**config.mk**
```make
export PLATFORM = sky130hd
export DESIGN_NAME = mode_sequencer
export DESIGN_NICKNAME = d
export VERILOG_FILES = /design/src/rtl/seq_pkg.sv /design/src/rtl/fault_timer.sv /design/src/rtl/charge_ctrl.sv /design/src/rtl/mode_sequencer.sv
export SDC_FILE = /design/constraint.sdc
export NUM_CORES = 1
export LEC_CHECK = 0
export CORE_ASPECT_RATIO = 1.75
export CORE_MARGIN = 1
export CORE_UTILIZATION = 55
export CTS_CLUSTER_DIAMETER = 80
export DETAILED_ROUTE_END_ITERATION = 8
export HOLD_SLACK_MARGIN = 0.05
export PLACE_DENSITY = 0.86
export SYNTH_ARGS = -nofsm -noshare
export SYNTH_HDL_FRONTEND = slang
export SYNTH_SLANG_ARGS = --single-unit
```
**constraint.sdc**
```tcl
create_clock -name clk -period 3.35 [get_ports clk]
set_input_delay 1.005 -clock clk [delete_from_list [all_inputs] [get_ports clk]]
set_output_delay 1.005 -clock clk [all_outputs]
set_load 0.005 [all_outputs]
```
**src/rtl/seq_pkg.sv**
```systemverilog
package seq_pkg;

    typedef enum logic [4:0] {
        M_START = 5'b00001,
        M_RAMP  = 5'b00010,
        M_ACT   = 5'b00100,
        M_STOP  = 5'b01000,
        M_LOWC  = 5'b10000
    } mode_t;

    typedef enum logic [1:0] {
        CHG_OFF   = 2'b00,
        CHG_SMALL = 2'b01,
        CHG_LARGE = 2'b10
    } chg_t;

    function automatic int imax(input int a, input int b);
        return (a > b) ? a : b;
    endfunction

endpackage

```
**src/rtl/fault_timer.sv**
```systemverilog
module fault_timer #(
    parameter int LIMIT = 8,
    parameter int W     = 4
) (
    input  logic clk,
    input  logic rst,
    input  logic run_i,
    output logic expired_o
);
    localparam logic [W-1:0] LAST = W'(LIMIT - 1);

    logic [W-1:0] cnt_d, cnt_q;

    always_comb begin
        cnt_d = cnt_q;
        if (!run_i)
            cnt_d = '0;
        else if (cnt_q != LAST)
            cnt_d = cnt_q + W'(1);
    end

    always_ff @(posedge clk) begin
        if (rst) cnt_q <= '0;
        else     cnt_q <= cnt_d;
    end

    assign expired_o = run_i && (cnt_q == LAST);

    // persistence never survives a dropped flag
    p_restart_r7: assert property (@(posedge clk) disable iff (rst)
        !run_i |=> !expired_o);

endmodule

```
**src/rtl/charge_ctrl.sv**
```systemverilog
module charge_ctrl
    import seq_pkg::*;
(
    input  logic  clk,
    input  logic  rst,
    input  mode_t mode_i,
    input  logic  above_restart_i,
    input  logic  above_on_i,
    output chg_t  chg_o
);
    logic hyst_d, hyst_q;
    logic refill;

    assign refill = !above_restart_i || (hyst_q && !above_on_i);

    always_comb begin
        hyst_d = refill;
    end

    always_ff @(posedge clk) begin
        if (rst) hyst_q <= 1'b0;
        else     hyst_q <= hyst_d;
    end

    always_comb begin
        chg_o = CHG_OFF;
        case (mode_i)
            M_START: begin
                if (!above_restart_i)  chg_o = CHG_SMALL;
                else if (!above_on_i)  chg_o = CHG_LARGE;
            end
            M_LOWC: if (refill) chg_o = CHG_LARGE;
            default: chg_o = CHG_OFF;
        endcase
    end

    p_lowc_refill_r12: assert property (@(posedge clk) disable iff (rst)
        (mode_i == M_LOWC && !above_restart_i) |-> (chg_o == CHG_LARGE));

endmodule

```
**src/rtl/mode_sequencer.sv**
```systemverilog
module mode_sequencer
    import seq_pkg::*;
#(
    parameter int T_SS  = 850000,
    parameter int T_OPP = 100000,
    parameter int T_BO  = 100000,
    parameter int T_OCP = 1000,
    parameter int T_REC = 2500000
) (
    input  logic       clk,
    input  logic       rst,
    input  logic       sup_above_reset_i,
    input  logic       sup_above_restart_i,
    input  logic       sup_above_on_i,
    input  logic       psr_fb_ok_i,
    input  logic       opto_fb_ok_i,
    input  logic       opto_disable_i,
    input  logic       bo_low_i,
    input  logic       overload_i,
    input  logic       ocp_i,
    input  logic       surge_i,
    output logic [4:0] mode_o,
    output logic       sw_en_o,
    output logic [1:0] chg_sel_o
);
    localparam int CMAX = imax(imax(T_SS, T_OCP), T_REC);
    localparam int CW   = $clog2(CMAX + 1);
    localparam int FMAX = imax(T_OPP, T_BO);
    localparam int FW   = $clog2(FMAX + 1);
    localparam int NF   = 2;
    localparam int FLIM [NF] = '{T_OPP, T_BO};

    localparam logic [CW-1:0] LD_SS  = CW'(T_SS - 1);
    localparam logic [CW-1:0] LD_OCP = CW'(T_OCP - 1);
    localparam logic [CW-1:0] LD_REC = CW'(T_REC - 1);

    typedef struct packed {
        mode_t         mode;
        logic          first;
        logic          back_ramp;
        logic [CW-1:0] cnt;
    } seq_t;

    seq_t st_d, st_q;

    logic [NF-1:0] flt_run, flt_exp;
    logic          any_exp;
    logic          fb_ok, supply_lost, go_low;
    chg_t          chg;

    // timed protections: index 0 over-power, index 1 brownout
    assign flt_run = {bo_low_i, overload_i} & {NF{st_q.mode == M_ACT}};

    for (genvar g = 0; g < NF; g++) begin : g_flt
        fault_timer #(.LIMIT(FLIM[g]), .W(FW)) u_tmr (
            .clk      (clk),
            .rst      (rst),
            .run_i    (flt_run[g]),
            .expired_o(flt_exp[g])
        );
    end

    assign any_exp     = |flt_exp;
    assign fb_ok       = psr_fb_ok_i && opto_fb_ok_i;
    assign supply_lost = !sup_above_restart_i;
    assign go_low      = supply_lost || opto_disable_i;

    always_comb begin
        st_d = st_q;
        case (st_q.mode)
            M_START: begin
                if (sup_above_on_i && fb_ok) begin
                    if (st_q.first) begin
                        st_d.mode  = M_RAMP;
                        st_d.first = 1'b0;
                        st_d.cnt   = LD_SS;
                    end else begin
                        st_d.mode  = M_ACT;
                    end
                end
            end
            M_RAMP: begin
                if (surge_i) begin
                    st_d.mode      = M_STOP;
                    st_d.cnt       = '0;
                    st_d.back_ramp = 1'b1;
                end else if (ocp_i) begin
                    st_d.mode      = M_STOP;
                    st_d.cnt       = LD_OCP;
                    st_d.back_ramp = 1'b1;
                end else if (go_low) begin
                    st_d.mode      = M_LOWC;
                    st_d.cnt       = '0;
                end else if (st_q.cnt == '0) begin
                    st_d.mode      = M_ACT;
                end else begin
                    st_d.cnt       = st_q.cnt - CW'(1);
                end
            end
            M_ACT: begin
                if (surge_i) begin
                    st_d.mode      = M_STOP;
                    st_d.cnt       = '0;
                    st_d.back_ramp = 1'b0;
                end else if (ocp_i) begin
                    st_d.mode      = M_STOP;
                    st_d.cnt       = LD_OCP;
                    st_d.back_ramp = 1'b0;
                end else if (any_exp) begin
                    st_d.mode      = M_LOWC;
                    st_d.cnt       = LD_REC;
                end else if (go_low) begin
                    st_d.mode      = M_LOWC;
                    st_d.cnt       = '0;
                end
            end
            M_STOP: begin
                if (ocp_i) begin
                    st_d.cnt  = LD_OCP;
                end else if (go_low) begin
                    st_d.mode = M_LOWC;
                    st_d.cnt  = '0;
                end else if (st_q.cnt != '0) begin
                    st_d.cnt  = st_q.cnt - CW'(1);
                end else if (!surge_i) begin
                    if (st_q.back_ramp) begin
                        st_d.mode = M_RAMP;
                        st_d.cnt  = LD_SS;
                    end else begin
                        st_d.mode = M_ACT;
                    end
                end
            end
            M_LOWC: begin
                if (st_q.cnt != '0)
                    st_d.cnt  = st_q.cnt - CW'(1);
                else if (!opto_disable_i)
                    st_d.mode = M_START;
            end
            default: st_d.mode = M_START;
        endcase

        if (!sup_above_reset_i) begin
            st_d.mode      = M_START;
            st_d.first     = 1'b1;
            st_d.back_ramp = 1'b0;
            st_d.cnt       = '0;
        end
    end

    always_ff @(posedge clk) begin
        if (rst) begin
            st_q.mode      <= M_START;
            st_q.first     <= 1'b1;
            st_q.back_ramp <= 1'b0;
            st_q.cnt       <= '0;
        end else begin
            st_q <= st_d;
        end
    end

    charge_ctrl u_chg (
        .clk            (clk),
        .rst            (rst),
        .mode_i         (st_q.mode),
        .above_restart_i(sup_above_restart_i),
        .above_on_i     (sup_above_on_i),
        .chg_o          (chg)
    );

    assign mode_o    = st_q.mode;
    assign chg_sel_o = chg;
    assign sw_en_o   = (st_q.mode == M_RAMP || st_q.mode == M_ACT) && !surge_i && !ocp_i;

    p_onehot_r1: assert property (@(posedge clk) disable iff (rst)
        $countones(mode_o) == 1);

    p_start_hold_r2: assert property (@(posedge clk) disable iff (rst)
        (st_q.mode == M_START && !(sup_above_on_i && fb_ok)) |=> (st_q.mode == M_START));

    p_no_ramp_reentry_r3: assert property (@(posedge clk) disable iff (rst)
        (st_q.mode == M_START && !st_q.first && sup_above_reset_i) |=> (st_q.mode != M_RAMP));

    p_ramp_blank_r4: assert property (@(posedge clk) disable iff (rst)
        (st_q.mode == M_RAMP) |-> !any_exp);

    p_surge_stop_r9: assert property (@(posedge clk) disable iff (rst)
        ((st_q.mode == M_ACT || st_q.mode == M_RAMP) && surge_i && sup_above_reset_i)
        |=> (st_q.mode == M_STOP));

    p_lowc_hold_r10: assert property (@(posedge clk) disable iff (rst)
        (st_q.mode == M_LOWC && opto_disable_i && sup_above_reset_i) |=> (st_q.mode == M_LOWC));

    p_chg_off_r12: assert property (@(posedge clk) disable iff (rst)
        (st_q.mode == M_ACT || st_q.mode == M_RAMP || st_q.mode == M_STOP)
        |-> (chg_sel_o == 2'b00));

endmodule

```
# Yosys cells after proc, flatten, opt, wreduce, memory -nomap -nowiden
# Index checks and enable logic that the tools add are counted.
dict set report op_classes {
  add_sub_neg 3
  eq_ne 24
  n_mux 42
  bitwise_logic 4
  reduce_logical 26
}
# op n
set ops {}
lappend ops {{$mux 22} 14}
lappend ops {{$pmux 22 s5} 1}
lappend ops {{$mux 5} 14}
lappend ops {{$mux 23} 2}
lappend ops {{$add 17x1->17 const B} 2}
lappend ops {{$eq 17x17->1 const B} 2}
lappend ops {{$ne 17x17->1 const B} 2}
lappend ops {{$ne 5x5->1 const B} 5}
lappend ops {{$pmux 5 s5} 1}
lappend ops {{$logic_not 22->1} 1}
lappend ops {{$reduce_bool 22->1} 1}
lappend ops {{$sub 22x1->22 const B} 1}
lappend ops {{$reduce_and 8->1} 2}
lappend ops {{$ne 2x2->1 const B} 6}
lappend ops {{$ne 3x3->1 const B} 4}
lappend ops {{$reduce_or 2->1} 4}
lappend ops {{$logic_and 1x1->1} 7}
lappend ops {{$mux 2} 3}
lappend ops {{$mux 3} 2}
lappend ops {{$mux 6} 1}
lappend ops {{$eq 5x1->1 const B} 1}
lappend ops {{$eq 5x2->1 const B} 1}
lappend ops {{$eq 5x3->1 const B} 1}
lappend ops {{$eq 5x4->1 const B} 1}
lappend ops {{other kinds (12)} 20}
dict set report totals {
  regBits 64
  word_cells 106
}

# Depth between registers and ports, before layout
dict set report depth {
  word_depth 8
  depth_mapped 11
  ltp_nobuf 9
}

# Modules after synthesis
# From an unflattened synthesis, not the netlist that was laid out.
dict set report hier_totals {
  cells_unflattened 492
  area_unflattened_um2 4037.6
}
# mod instances cells_per_inst area_each_um2 seq_area_each_um2
set modules_own_cells {}
lappend modules_own_cells {mode_sequencer 1 293 2329.7 580.6}
lappend modules_own_cells {fault_timer 2 95 812.0 340.3}
lappend modules_own_cells {charge_ctrl 1 9 83.8 20.0}

# Least setup slack after synthesis
# Ideal clock, no wire load.
dict set report synth_timing {
  kind {in2reg}
  start {in ocp_i}
  end {reg st_q[20] in the netlist's numbering}
  setup_time_ns 0.075
  arrival_time_ns 2.715
  required_time_ns 3.275
  path_slack_ns 0.560
  cell_stages 6
  cell_sequence {clkbuf_1 -> nor2_1 -> nand2_1 -> o211ai_1 -> or4b_1 -> o22ai_1}
}
dict set report synth_between {
  elab_chain_len 3
  elab_cells_between_ends 11
}
# item line
set synth_lines {}
lappend synth_lines {{start, declared} mode_sequencer.sv:20} ;# input logic ocp_i,
lappend synth_lines {{$mux 22, on equally long branches} {mode_sequencer.sv:105, mode_sequencer.sv:87}}
lappend synth_lines {{$mux 23, on equally long branches} {mode_sequencer.sv:101, mode_sequencer.sv:83}}
lappend synth_lines {{$pmux 22 s5} mode_sequencer.sv:70} ;# case (st_q.mode)
lappend synth_lines {{end signal, assigned} mode_sequencer.sv:158} ;# st_q <= st_d;
lappend synth_lines {{end, declared} mode_sequencer.sv:44} ;# seq_t st_d, st_q;
# Several ways; a longest one is shown, not always the timed one.
# A chain may end at the register's enable or synchronous reset.

# Worst setup path after layout
dict set report layout_timing {
  start {in surge_i}
  end {out sw_en_o}
}
dict set report layout_between {
  elab_chain_len 3
}
# item line
set layout_lines {}
lappend layout_lines {{start, declared} mode_sequencer.sv:21} ;# input logic surge_i,
lappend layout_lines {{$logic_not 1->1} mode_sequencer.sv:173} ;# assign sw_en_o = (st_q.mode == M_RAMP || st_q.mode == M_ACT) && !surge_i && !ocp_i;
lappend layout_lines {{$logic_and 1x1->1 (2 in series)} mode_sequencer.sv:173}
lappend layout_lines {{end, declared} mode_sequencer.sv:23} ;# output logic sw_en_o,
# No other way between the ends.

==> qor.txt <==
Post-Syn Area = 3630 um^2
Sequential area share after synthesis = 0.352
CORE AREA = 6280 um^2
Crit path buf inv count = 2
FF+latch area = 1280 um^2
Via/cell ratio = 6.25
Footprint of the multi-input gates = 2210 um^2
DP HPWL = 6680 um
Clk Latency, worst-skew pair = 0.36 ns
All-Layer GR Usage = 0.285
Post-Syn Instances = 451
Post-synthesis adder-cell area fraction = 0.0103
Placer Congestion = 0.938
Bufs on Longest Clock Path = 2
Period utilization = 0.969
Crit path max fanout = 5
Vias in the first global route = 3468
Layout cells sized above 1 = 0.119
Relative max-transition margin = 0.511
Routed len/inst = 16.1 um
Die area = 6950 um^2
Die H = 110 um
Max Cap Violations = 0
H-tree levels = 3
Most used cell, CP = clkdlybuf4s50_1
Dpl ws = 0.0415 ns
RSZ-0062 raised after global routing = no
Overflow after GRT = 0
Peak VDD IR = 306 uV
Yosys warning count = 0
Largest net degree at the start of global routing = 22
Tmin final = 3.25 ns
DR vias = 3544
EDFF count, synth = 0
Crit-path slowest cell = clkdlybuf4s50_1
CP Launch Type = primary input
Status = completed
Max-slew violations = 0
Worst Skew = 0.0140 ns
Row count = 38
Fin. Hold Viols = 0
Async SR Flop Fraction = 0
P&R area growth vs syn = 14.8%
Post-layout nets = 497
Die width = 63.5 um
Multiplexer area fraction after synthesis = 0.00826
Syn_nets = 466
Post-route setup slack = 0.105 ns
Root Buffer = clkbuf_8
Worst hold path type = flop to flop
Power per cell area = 395 nW/um^2
CTS resizes = 0
Yosys cell types = 68
DRC = 0
Max Fclk = 308 MHz
CTS Hold Bufs = 0
XOR/XNOR Fraction of Synth Area = 0.0892
TritonRoute pass-1 iters = 5
Port Buf Inserts = 19
Main synth FF type = dfxtp_1
Final ANT Viol Nets = 0
Avg Inst Size Synth = 8.06 um^2
Critical Path RT = 2.34 ns
Crit. End Element = primary output
Worst path max stage delay = 0.53 ns
CTS Buf Count = 9
CP Class = primary input to primary output
Yosys reg bits = 64
Delay-heaviest family, CP = buffers and inverters
CP cell instances = clkdlybuf4s50_1 > nor3_2 > clkdlybuf4s50_1
Commonest non-fill, non-tap cell in the layout = nor2_1
CTS tree = yes
Largest family of logic cells by synthesized area = simple AND/OR/NAND/NOR gates
N_diodes = 0
Simple-gate share of the synthesized area = 0.321
Lkg Pwr = 1.50 nW
Commonest cells after routing, fill and taps aside = nor2_1, dfxtp_1, nand2_1, o21ai_0, a21oi_1
Setup Buffers After CTS = 0
CP Data Arrival Time = 2.24 ns
1st-iter DRT viols = 188
TNS Setup = 0 ns
Initial Util = 0.579
Worst Max-Slew Pin Slew = 0.727 ns
Post-synthesis compound-gate area fraction = 0.178
First-pass GRT wire length = 15400 um
# setup viols final = 0
I/O pins = 20
Fill cells = 536
Reg clk slew, reported paths = 0.07 ns
Final WL = 9120 um
Sink Count = 64
Initial antenna violation count = 0
path summary, 6_finish.rpt:
kind                            slack, ns      from  cells after the start  endpoint
worst max register to register       0.32   st_q[0]                     10   st_q[2]
worst min register to register       0.47  st_q[23]                      2  st_q[23]
worst max-delay path                 0.10   surge_i                      3   sw_en_o
worst min-delay path                 0.47  st_q[23]                      2  st_q[23]
power by group:
group | total (mW) | switching [mW] | internal [mW]
Sequential | 0.777 | 0.00919 | 0.768
Combinational | 0.187 | 0.107 | 0.0799
Clock | 0.683 | 0.317 | 0.366
through the flow:
step / std cells / hold slack, ns / utilization / area [um^2] / power [mW]
floorplan: 451 / 0.435 / - / 3630 / 0.916
global placement: 551 / 0.449 / 0.631 / 3960 / 0.971
detailed placement: 551 / 0.455 / 0.631 / 3960 / 0.975
CTS: 567 / 0.467 / 0.664 / 4170 / 1.65
global route: 567 / 0.491 / 0.665 / 4170 / 1.71
finish: 567 / 0.466 / 0.665 / 4170 / 1.65
final cells by class:
cell class / count / area share
Multi-Input combinational cell: 359 / 0.529
Sequential cell: 64 / 0.307
Timing Repair Buffer: 39 / 0.0821
Clock buffer: 10 / 0.0330
Tap cell: 80 / 0.0240
Clock inverter: 6 / 0.0165
Inverter: 9 / 0.00809
layer usage:
layer | GRT usage | share of wire
met5 | 0 | 0
met3 | 0.0571 | 0.044
met4 | 0.196 | 0.049
met2 | 0.522 | 0.53
met1 | 0.284 | 0.38
sequential cells by signal, indices dropped and copies added, names as in the netlist:
signal             flops
g_flt.u_tmr.cnt_q     34
u_chg.hyst_q           1
mode_o                 5
st_q                  24
logic make-up (layout without fill, tap and decap cells):
group / Yosys count / in the layout
simple gates: 219 / 219
compound gates: 97 / 97
flops: 64 / 64
xor+xnor: 37 / 37
buf+inv: 28 / 64
fa+ha+maj: 3 / 3
mux: 3 / 3
cells in the mapped netlist (all sizes together) (6+ instances only):
cell	count	area (um^2)
and3	9	56.3
clkbuf	9	33.8
inv	9	33.8
dfxtp	64	1280
buf	10	81.3
nand2	35	131
or4	6	56.3
xor2	23	201
xnor2	14	123
nor4	12	96.3
a21oi	27	139
nor2	67	259
nand4	7	43.8
a31oi	6	52.6
nand2b	7	43.8
or3	9	61.3
o21ai	27	135
nand3	20	105
nor3	22	110
worst register-to-register path, delay by kind of cell, from the launching register on:
family / cells / cell delay, ns
AND/OR/NAND/NOR: 6 / 1.84
buffers and inverters: 2 / 0.36
flip-flops: 1 / 0.35
AO/OA/AOI/OAI: 1 / 0.20
adder cells (fa/ha/maj): 1 / 0.17
(Power assumes the default switching activity.)
